`src/rtl/lvl_pkg.sv`:
```
package lvl_pkg;
  // Strobes from the serial control to the datapath, one system cycle each
  typedef struct packed {
    logic shiftEn;   // take one data bit
    logic commit;    // frame complete with exact length
    logic sdoLoad;   // refresh the chained output
    logic idle;      // synchronised enable is high
  } lvlCtl_t;
endpackage

```
`src/rtl/lvl_ctrl.sv`:
```
module lvl_ctrl
  import lvl_pkg::*;
#(
  parameter int FRAME_W = 16
) (
  input  logic    clk,
  input  logic    rstN,
  input  logic    serClk,
  input  logic    serEnN,
  output lvlCtl_t ctl
);
  localparam int CNT_MAX = FRAME_W + 1;
  localparam int CNT_W   = $clog2(CNT_MAX + 1);

  logic [1:0] clkSync;
  logic [1:0] enSync;
  logic       clkDly;
  logic       enDly;
  logic [CNT_W-1:0] bitCnt;

  always_ff @(posedge clk or negedge rstN) begin
    if (!rstN) begin
      clkSync <= 2'b00;
      enSync  <= 2'b11;
      clkDly  <= 1'b0;
      enDly   <= 1'b1;
    end else begin
      clkSync <= {clkSync[0], serClk};
      enSync  <= {enSync[0], serEnN};
      clkDly  <= clkSync[1];
      enDly   <= enSync[1];
    end
  end

  logic clkS, enS, clkRise, clkFall, enFall, enRise;
  assign clkS    = clkSync[1];
  assign enS     = enSync[1];
  assign clkRise = clkS & ~clkDly;
  assign clkFall = ~clkS & clkDly;
  assign enFall  = ~enS & enDly;
  assign enRise  = enS & ~enDly;

  always_comb begin
    ctl.idle    = enS;
    ctl.shiftEn = clkRise & ~enS & ~enFall;        // coincident edge dropped
    ctl.sdoLoad = (clkFall & ~enS) | enFall;
    ctl.commit  = enRise && (bitCnt == CNT_W'(FRAME_W));
  end

  always_ff @(posedge clk or negedge rstN) begin
    if (!rstN) begin
      bitCnt <= '0;
    end else if (enFall || enRise) begin
      bitCnt <= '0;
    end else if (ctl.shiftEn && bitCnt != CNT_W'(CNT_MAX)) begin
      bitCnt <= bitCnt + 1'b1;
    end
  end

  AST_CNT_BOUND: assert property (@(posedge clk) disable iff (!rstN)
    bitCnt <= CNT_W'(CNT_MAX));
  AST_CNT_IDLE_ZERO: assert property (@(posedge clk) disable iff (!rstN)
    (enS && enDly) |-> bitCnt == '0);
endmodule

```
`src/rtl/lvl_datapath.sv`:
```
module lvl_datapath
  import lvl_pkg::*;
#(
  parameter int NUM_CH  = 12,
  parameter int CODE_W  = 10,
  parameter int ADDR_W  = 4,
  parameter int FRAME_W = 16,
  parameter logic [CODE_W-1:0] RST_CODE = CODE_W'(1 << (CODE_W - 1))
) (
  input  logic                     clk,
  input  logic                     rstN,
  input  logic                     serDin,
  input  lvlCtl_t                  ctl,
  output logic                     serDout,
  output logic [NUM_CH*CODE_W-1:0] codeFlat,
  output logic [NUM_CH-1:0]        updStb
);
  localparam int ADDR_LSB = FRAME_W - ADDR_W;

  logic [1:0]         dinSync;
  logic [FRAME_W-1:0] shiftReg;
  logic               sdoReg;
  logic [ADDR_W-1:0]  frameAddr;
  logic [CODE_W-1:0]  codeReg [NUM_CH];

  assign frameAddr = shiftReg[FRAME_W-1:ADDR_LSB];

  always_ff @(posedge clk or negedge rstN) begin
    if (!rstN) begin
      dinSync  <= 2'b00;
      shiftReg <= '0;
      sdoReg   <= 1'b0;
    end else begin
      dinSync <= {dinSync[0], serDin};
      if (ctl.shiftEn) shiftReg <= {shiftReg[FRAME_W-2:0], dinSync[1]};
      if (ctl.idle)         sdoReg <= 1'b0;
      else if (ctl.sdoLoad) sdoReg <= shiftReg[FRAME_W-1];
    end
  end

  assign serDout = sdoReg;

  for (genvar ch = 0; ch < NUM_CH; ch++) begin : gCh
    always_ff @(posedge clk or negedge rstN) begin
      if (!rstN) begin
        codeReg[ch] <= RST_CODE;
        updStb[ch]  <= 1'b0;
      end else if (ctl.commit && frameAddr == ADDR_W'(ch)) begin
        codeReg[ch] <= shiftReg[CODE_W-1:0];
        updStb[ch]  <= 1'b1;
      end else begin
        updStb[ch]  <= 1'b0;
      end
    end
    assign codeFlat[ch*CODE_W +: CODE_W] = codeReg[ch];
  end

  AST_STB_ONEHOT: assert property (@(posedge clk) disable iff (!rstN)
    $onehot0(updStb));
  AST_STB_SINGLE: assert property (@(posedge clk) disable iff (!rstN)
    (updStb != '0) |=> (updStb == '0));
  AST_CODE_HOLD: assert property (@(posedge clk) disable iff (!rstN)
    (updStb == '0) |-> $stable(codeFlat));
  AST_IDLE_NO_SHIFT: assert property (@(posedge clk) disable iff (!rstN)
    ctl.idle |=> $stable(shiftReg));
  AST_SDO_IDLE_LOW: assert property (@(posedge clk) disable iff (!rstN)
    ctl.idle |=> !serDout);
endmodule

```
`src/rtl/level_code_bank.sv`:
```
module level_code_bank
  import lvl_pkg::*;
#(
  parameter int NUM_CH  = 12,
  parameter int CODE_W  = 10,
  parameter int ADDR_W  = 4,
  parameter int FRAME_W = 16
) (
  input  logic                     clk,
  input  logic                     rstN,
  input  logic                     serEnN,
  input  logic                     serClk,
  input  logic                     serDin,
  output logic                     serDout,
  output logic [NUM_CH*CODE_W-1:0] codeFlat,
  output logic [NUM_CH-1:0]        updStb
);
  lvlCtl_t ctl;

  lvl_ctrl #(.FRAME_W(FRAME_W)) uCtrl (
    .clk    (clk),
    .rstN   (rstN),
    .serClk (serClk),
    .serEnN (serEnN),
    .ctl    (ctl)
  );

  lvl_datapath #(
    .NUM_CH (NUM_CH),
    .CODE_W (CODE_W),
    .ADDR_W (ADDR_W),
    .FRAME_W(FRAME_W)
  ) uData (
    .clk      (clk),
    .rstN     (rstN),
    .serDin   (serDin),
    .ctl      (ctl),
    .serDout  (serDout),
    .codeFlat (codeFlat),
    .updStb   (updStb)
  );
endmodule

```
`config.mk`:
```
export PLATFORM = sky130hd
export DESIGN_NAME = level_code_bank
export DESIGN_NICKNAME = d
export VERILOG_FILES = /design/src/rtl/lvl_pkg.sv /design/src/rtl/lvl_ctrl.sv /design/src/rtl/lvl_datapath.sv /design/src/rtl/level_code_bank.sv
export SDC_FILE = /design/constraint.sdc
export NUM_CORES = 1
export LEC_CHECK = 0
export CAP_MARGIN = 40
export CORE_MARGIN = 2
export CORE_UTILIZATION = 35
export DETAILED_ROUTE_END_ITERATION = 7
export PLACE_DENSITY = 0.57
export SETUP_SLACK_MARGIN = 0.15
export SLEW_MARGIN = 20
export SYNTH_ARGS = -nofsm -noshare
export SYNTH_HDL_FRONTEND = slang
export SYNTH_SLANG_ARGS = --single-unit
```
`constraint.sdc`:
```
create_clock -name clk -period 4.3 [get_ports clk]
set_input_delay 1.29 -clock clk [delete_from_list [all_inputs] [get_ports clk]]
set_output_delay 1.29 -clock clk [all_outputs]
set_load 0.1 [all_outputs]
```
== After elaboration in Yosys (flattened, before gate mapping) ==
Index checks and enable logic that the tools add are counted.
Word-level totals
  word-level logic and storage cells: 93
  input port bits: 5
  flip-flop bits (word level): 162
Cells by class
  multiplexer cells: 16
  eq/ne operators: 13
  add/sub/neg operators: 1
  reduce and logical (&&, ||, !) cells: 18
  bitwise operators: 13
Operator list (count)
  $eq 4x3->1 const B: 4
  $eq 4x4->1 const B: 4
  $logic_and 1x1->1: 14
  $mux 1: 14
  $mux 5: 2
  $eq 4x2->1 const B: 2
  $and 1x1->1: 7
  $add 5x1->5 const B: 1
  $eq 5x5->1 const B: 1
  $ne 5x5->1 const B: 1
  $not 1->1: 5
  $eq 4x1->1 const B: 1
  $logic_not 4->1: 1
  $reduce_bool 2->1: 2
  $logic_or 1x1->1: 1
  $or 1x1->1: 1

== Depth between registers and ports, before layout ==
Gate-level depths: netlist of the first run.
  depth in word-level cells: 7
  mapped depth: 7
  gate-level depth less buffers: 5

== Modules after synthesis ==
A second synthesis of the first run with hierarchy kept.
Unflattened totals
  cells, all modules: 381
  area, all modules: 6138.4 um2
By module, submodules not included
  lvl_datapath: area each 5607.9 um2, seq. area each 3793.6 um2, instances 1, cells each 336
  lvl_ctrl: area each 530.5 um2, seq. area each 279.0 um2, instances 1, cells each 45

== Worst setup path after synthesis of the first run ==
OpenSTA, ideal clock, no wires.
  kind: reg2out
  start: reg uData.codeReg (netlist bit uData.codeFlat[20])
  end: out codeFlat[20]
  arrival: 0.898 ns
  required time: 3.010 ns
  cell stages (with the launch flop): 1
  buffers on the path: 0
  slack: 2.112 ns
  path through: dfrtp_1
RTL lines
  start: declaration: line lvl_datapath.sv:24  | logic [CODE_W-1:0] codeReg [NUM_CH];
  start signal: indexed assignment: line lvl_datapath.sv:49  | codeReg[ch] <= shiftReg[CODE_W-1:0];
  end: declaration: line level_code_bank.sv:15  | output logic [NUM_CH*CODE_W-1:0] codeFlat,
No word-level cell between the ends.

== Final worst setup path of the first run ==
  start: reg uData.codeReg (netlist bit uData.codeFlat[29])
  end: out codeFlat[29]
No word-level cell between the ends.

==> results.ini, run 1 <==
[worst_setup_path]
slowest_delay_ns=0.55
cp.depth=2
critPathMaxFanout=2
required_ns=3.01
worst-path-buf-inv=2
critPathLaunchType=register
end_kind=primary output
cp_top_family=buffers and inverters
critPathArrivalTime_ns=1.71
cp_slowest_cell=clkdlybuf4s50_1
crit_chain=clkdlybuf4s50_1 > buf_8
worstSetupPathType=register to primary output
ff2ff_path_depth=5

[final_layout]
area_delta_synth_final_pct=71.29
layout_common_cells=dfrtp_1, clkdlybuf4s50_1, mux2_2, buf_8, nand2_1
nNetsFinal=697
seq_area_mm2=0.004073
mostFrequentLayoutCell=dfrtp_1
fillCellCount=1292
drive_above_1_share_pct=45.29
insertedDiodeCount=0
multi_input_area_mm2=0.002098

[die]
die_area_mm2=0.01938
fp-row-count=49
die_w_um=139.2
start_util_pct=35.62
fp.dieH_um=139.2
coreArea_mm2=0.01796
io_pins=138

[worst_hold_path]
min_path_type=register to register
worstHoldPathCells=0

[synthesis]
syn_area_per_cell_um2=15.09
synth-xor-area-share_pct=0
synth_top_family_by_area=multiplexers
synthCells=424
synth-edff-count=0
netlist_area_mm2=0.006399
synth_adder_area_share_pct=0.9777
synthMuxAreaShare_pct=22.55
synth-simple-area-share_pct=8.467
syn_nets=434
ys.flop_type=dfrtp_1
yosysSeqAreaShare_pct=63.65
synth_top_area_cell=dfrtp_1
yosys_warnings=0
synth_area_leaders=dfrtp_1, mux2_2, dfstp_2
synth_seq_cells=162
synth_compound_area_share_pct=0.7039
async_flop_share_pct=100.0
synth.distinct_cells=40
synth_top_area_share_pct=57.49

[power]
p_leak_nw=5.177
peakVddDrop_uv=283.8
p_int_mw=2.533
p_sw_share_pct=22.42
p_per_area_mw_per_mm2=297.9
p_clk_share_pct=47.7
power_frac_seq_pct=50.1
power.switching_mw=0.7318
comb_power_share_pct=2.2

[cts]
postCtsHoldBufs=0
cts-resized-gates=0
htreeDepth=4
cts_tree=done
clockRootBuffer=clkbuf_16
clockBufferDepth=2
clock_sinks=162
postCtsSetupBuffers=0
clk_pin_slew_ns=0.06
cts_made_buffers=17
clk_latency_ns=0.42

[global_route]
grt_pass1_vias=4896
overflow=0
groute.usage.overall_pct=18.54
grt_pass1_wl_um=27700
grt_start_max_net_pins=75
antenna_found_initial=0

[sta]
setup_viol=0
clock-skew-final_ns=0.009629
relSlewSlack_pct=47.20
maxSlewViolCount=0
fmax_mhz=333.0
grt_setup_unrepaired=false
finalSetupTns_ns=0
holdWs_ns=0.3481
fin_crit_ns=3.003
worst_pin_slew_ns=0.7814
finalHoldViolations=0
fin_crit_sh_pct=69.84

[run]
cap_violations=0

[place]
place_congestion=0.6968
numPortBuffers=137
hpwl_um=11950

[drt]
wl_per_cell_um=18.18
wirelength_um=16890
viasPerCell=4.639
drtPass1Iterations=4
drt_iter0_drc=146
ant_nets=0
routed-via-count=4310
drc=0

[outcome]
status=complete, no violations

==> per-stage QoR <==
stage | worst slack (ns) | total power [mW] | instances | instance area (um^2) | utilization, %
floorplan | 2.112 | 1.656 | 424 | 6399 | -
global placement | 1.376 | 1.737 | 765 | 7896 | 43.96
detailed placement | 1.698 | 1.741 | 897 | 10340 | 57.57
CTS | 1.291 | 3.301 | 929 | 10960 | 61.02
global route | 1.266 | 3.387 | 929 | 10960 | 61.02
finish | 1.297 | 3.265 | 929 | 10960 | 61.02
==> synth_stat cells (all sizes together), types with 2 or more instances <==
cell type  count
nand2b         2
and4b          4
dfstp         15
a21oi          3
o21ai          3
dfrtp        147
nor4b          2
nor2           4
buf           17
nor2b          3
nand4          7
nor3b          2
clkbuf        11
mux2         120
nand2         54
mux2i          2
inv            9
ha             5
==> power by group through the flow <==
stage | logic [mW] | clock network (mW) | registers [mW]
after floorplan | 0.0656 | 0 | 1.59
after global routing | 0.0846 | 1.66 | 1.65
final | 0.0709 | 1.56 | 1.64
after detailed placement | 0.0741 | 0 | 1.67
after CTS | 0.0741 | 1.59 | 1.64
after global placement | 0.0717 | 0 | 1.67
==> worst paths after layout <==
kind / startpoint / endpoint / slack (ns)
worst max-delay path: uData.codeFlat[29] / codeFlat[29] / 1.30
worst min register to register: uData.dinSync[0] / uData.dinSync[1] / 0.35
max in group asynchronous: rstN / uData.shiftReg[13] / 2.59
worst min-delay path: uData.dinSync[0] / uData.dinSync[1] / 0.35
worst max register to register: uCtrl.bitCnt[0] / uData.codeFlat[84] / 1.69
min in group asynchronous: rstN / uData.updStb[0] / 0.83
==> area by class of cell <==
type                       instances  share of cell area (%)
inverter                           9                  0.3082
sequential                       162                   37.16
tap                              229                   2.614
multi-input combinational        225                   19.14
timing repair buffer             272                   35.13
clock inverter                     7                  0.8562
clock buffer                      25                   4.795
==> cell families (layout without fill, tap and decap cells) <==
family | Yosys count | after routing
flip-flops | 162 | 162
multiplexers | 122 | 122
AND/OR/NAND/NOR | 90 | 90
buffers and inverters | 37 | 313
AO/OA/AOI/OAI | 8 | 8
adder cells (fa/ha/maj) | 5 | 5
==> flip-flops by register name (all words and copies together), names as in the netlist <==
register,flops
uData.shiftReg,16
uData.dinSync,2
uCtrl.enDly,1
uData.serDout,1
uCtrl.clkDly,1
uData.updStb,12
uCtrl.bitCnt,5
uCtrl.clkSync,2
uData.codeFlat,120
uCtrl.enSync,2
==> per-layer routing <==
metal / share of wire [%] / vias up / GRT usage, % / wire (um)
met1: 44 / 2206 / 23.34 / 7364
met3: 2.9 / 18 / 3.648 / 485
met2: 52 / 104 / 32.05 / 8743
met5: 0 / - / 0 / 0
met4: 1.7 / 0 / 6.486 / 295
li1: - / 1982 / - / -
(Power assumes the default switching activity.)
==> run 2, diff against run 1 <==
--- a/config.mk
+++ b/config.mk
@@ -9,7 +9,7 @@
 export CORE_MARGIN = 2
 export CORE_UTILIZATION = 35
 export DETAILED_ROUTE_END_ITERATION = 7
-export PLACE_DENSITY = 0.57
+export PLACE_DENSITY = 0.59
 export SETUP_SLACK_MARGIN = 0.15
 export SLEW_MARGIN = 20
 export SYNTH_ARGS = -nofsm -noshare
==> constraint.sdc (replaced) <==
create_clock -name clk -period 2.6 [get_ports clk]
set_input_delay 0.78 -clock clk [delete_from_list [all_inputs] [get_ports clk]]
set_output_delay 0.78 -clock clk [all_outputs]
set_load 0.1 [all_outputs]
==> run 2 against run 1 <==
Clock skew decreased by 0.0011 ns. Sequential power grew 65%. Routed wire length down 12%. Final area shrank 25%. Flip-flop and latch count stayed put. Total power up 61%. Clock-buffer cell count shrank 3. Register-to-register slack lost 1.3 ns. Final cell count fell by 14%. Critical path depth rose by 2. Non-clock buffer count fell by 127. Largest power group unchanged. Highest routed layer unchanged.
==> results.ini, run 2 (synthesis gave the netlist of run 1 again) <==
[outcome]
status=complete, no violations

[cts]
clk_pin_slew_ns=0.06
clockRootBuffer=clkbuf_16
postCtsSetupBuffers=0
clk_latency_ns=0.42
cts_made_buffers=17
postCtsHoldBufs=0
cts-resized-gates=0
cts_tree=done
clock_sinks=162
htreeDepth=4
clockBufferDepth=2

[run]
cap_violations=0

[power]
peakVddDrop_uv=462.6
p_total_mw=5.255
p_leak_nw=4.353
p_per_area_mw_per_mm2=641.7

[sta]
relSlewSlack_pct=52.08
finalSetupTns_ns=0
maxSlewViolCount=0
worst_pin_slew_ns=0.7091
clock-skew-final_ns=0.008515
grt_setup_unrepaired=false
finalHoldViolations=0
fmax_mhz=446.5
fin_crit_sh_pct=86.13
setup_viol=0
fin_crit_ns=2.240

[final_layout]
fin_util_pct=45.59
mostFrequentLayoutCell=dfrtp_1
nNetsFinal=570
area_delta_synth_final_pct=27.98
fillCellCount=1631
layout_common_cells=dfrtp_1, buf_4, mux2_2, nand2_1, mux2_4
drive_above_1_share_pct=55.77
largest_reg_flops=120
insertedDiodeCount=0

[drt]
ant_nets=0
drt_iter0_drc=167
drtPass1Iterations=4
wl_met2_um=6769
wirelength_um=14910
viasPerCell=4.725
routed-via-count=3785
wl_per_cell_um=18.61
wl_met1_um=7101
maxUsedRoutingLayer=met4
drc=0
met3_length_um=804

[worst_hold_path]
min_path_type=input pin to asynchronous set/reset pin

[worst_setup_path]
worstSetupPathType=register to register
required_ns=2.90
end_kind=register
critPathMaxFanout=10
critPathLaunchType=register
critPathArrivalTime_ns=2.54

[die]
fp-row-count=49
die_w_um=139.2
fp.dieH_um=139.2
coreArea_mm2=0.01796
start_util_pct=35.62
die_area_mm2=0.01938
io_pins=138

[global_route]
grt_start_max_net_pins=54
overflow=0
grt_pass1_wl_um=23940
grt_pass1_vias=4006
antenna_found_initial=0
groute.usage.overall_pct=16.09

[place]
numPortBuffers=137
place_congestion=0.7619
hpwl_um=10100

## run 2: final cells by class
type	count	area [um^2]	share of cell area, %
flip-flops and latches	162	4073	49.73
multi-input cells	225	2098	25.62
repair buffers	145	1125	13.74
clock buffers	22	464.2	5.668
well taps	229	286.5	3.499
clock inverters	9	108.9	1.329
inverters	9	33.78	0.4125
## run 2: critical path, cell delays in order (launching register included)
cell	delay [ns]
dfstp_2	0.58
ha_1	0.17
and4bb_1	0.41
and4b_1	0.56
mux2_2	0.40
## run 2: metrics by stage
| stage | hold WS, ns | setup slack (ns) | area [um^2] | cells |
|---|---|---|---|---|
| 2_1_floorplan | 0.3312 | 0.6899 | 6399 | 424 |
| 3_5_place_dp | 0.3381 | 0.3632 | 7616 | 770 |
| 4_1_cts | 0.2934 | 0.3597 | 8189 | 801 |
| 5_1_grt | 0.3118 | 0.2509 | 8189 | 801 |
| 3_3_place_gp | 0.3418 | 0.4384 | 7616 | 770 |
| 6_report | 0.2933 | 0.3605 | 8189 | 801 |
## run 2: where the power goes
part / internal (mW) / switching (mW) / total [mW]
Clock: 1.46 / 0.969 / 2.43
Sequential: 2.56 / 0.146 / 2.70
Combinational: 0.0420 / 0.0827 / 0.125
Total: 4.06 / 1.20 / 5.26
## run 2: path summary, 6_finish.rpt
check                                 start                 end  slack [ns]  depth (start not counted)
setup / recovery            uCtrl.enSync[1]   uData.codeFlat[7]        0.36                          4
hold / removal                         rstN     uData.updStb[2]        0.29                          1
setup reg to reg            uCtrl.enSync[1]   uData.codeFlat[7]        0.36                          4
hold reg to reg            uCtrl.clkSync[0]    uCtrl.clkSync[1]        0.34                          0
max in group asynchronous              rstN  uData.codeFlat[69]        1.62                          2
min in group clk           uCtrl.clkSync[0]    uCtrl.clkSync[1]        0.34                          0
## run 2: per-layer routing
metal | up-vias | global-route usage, %
met2 | 113 | 24.50
met3 | 20 | 4.508
li1 | 1723 | -
met4 | 0 | 5.476
met5 | - | 0
met1 | 1929 | 22.31
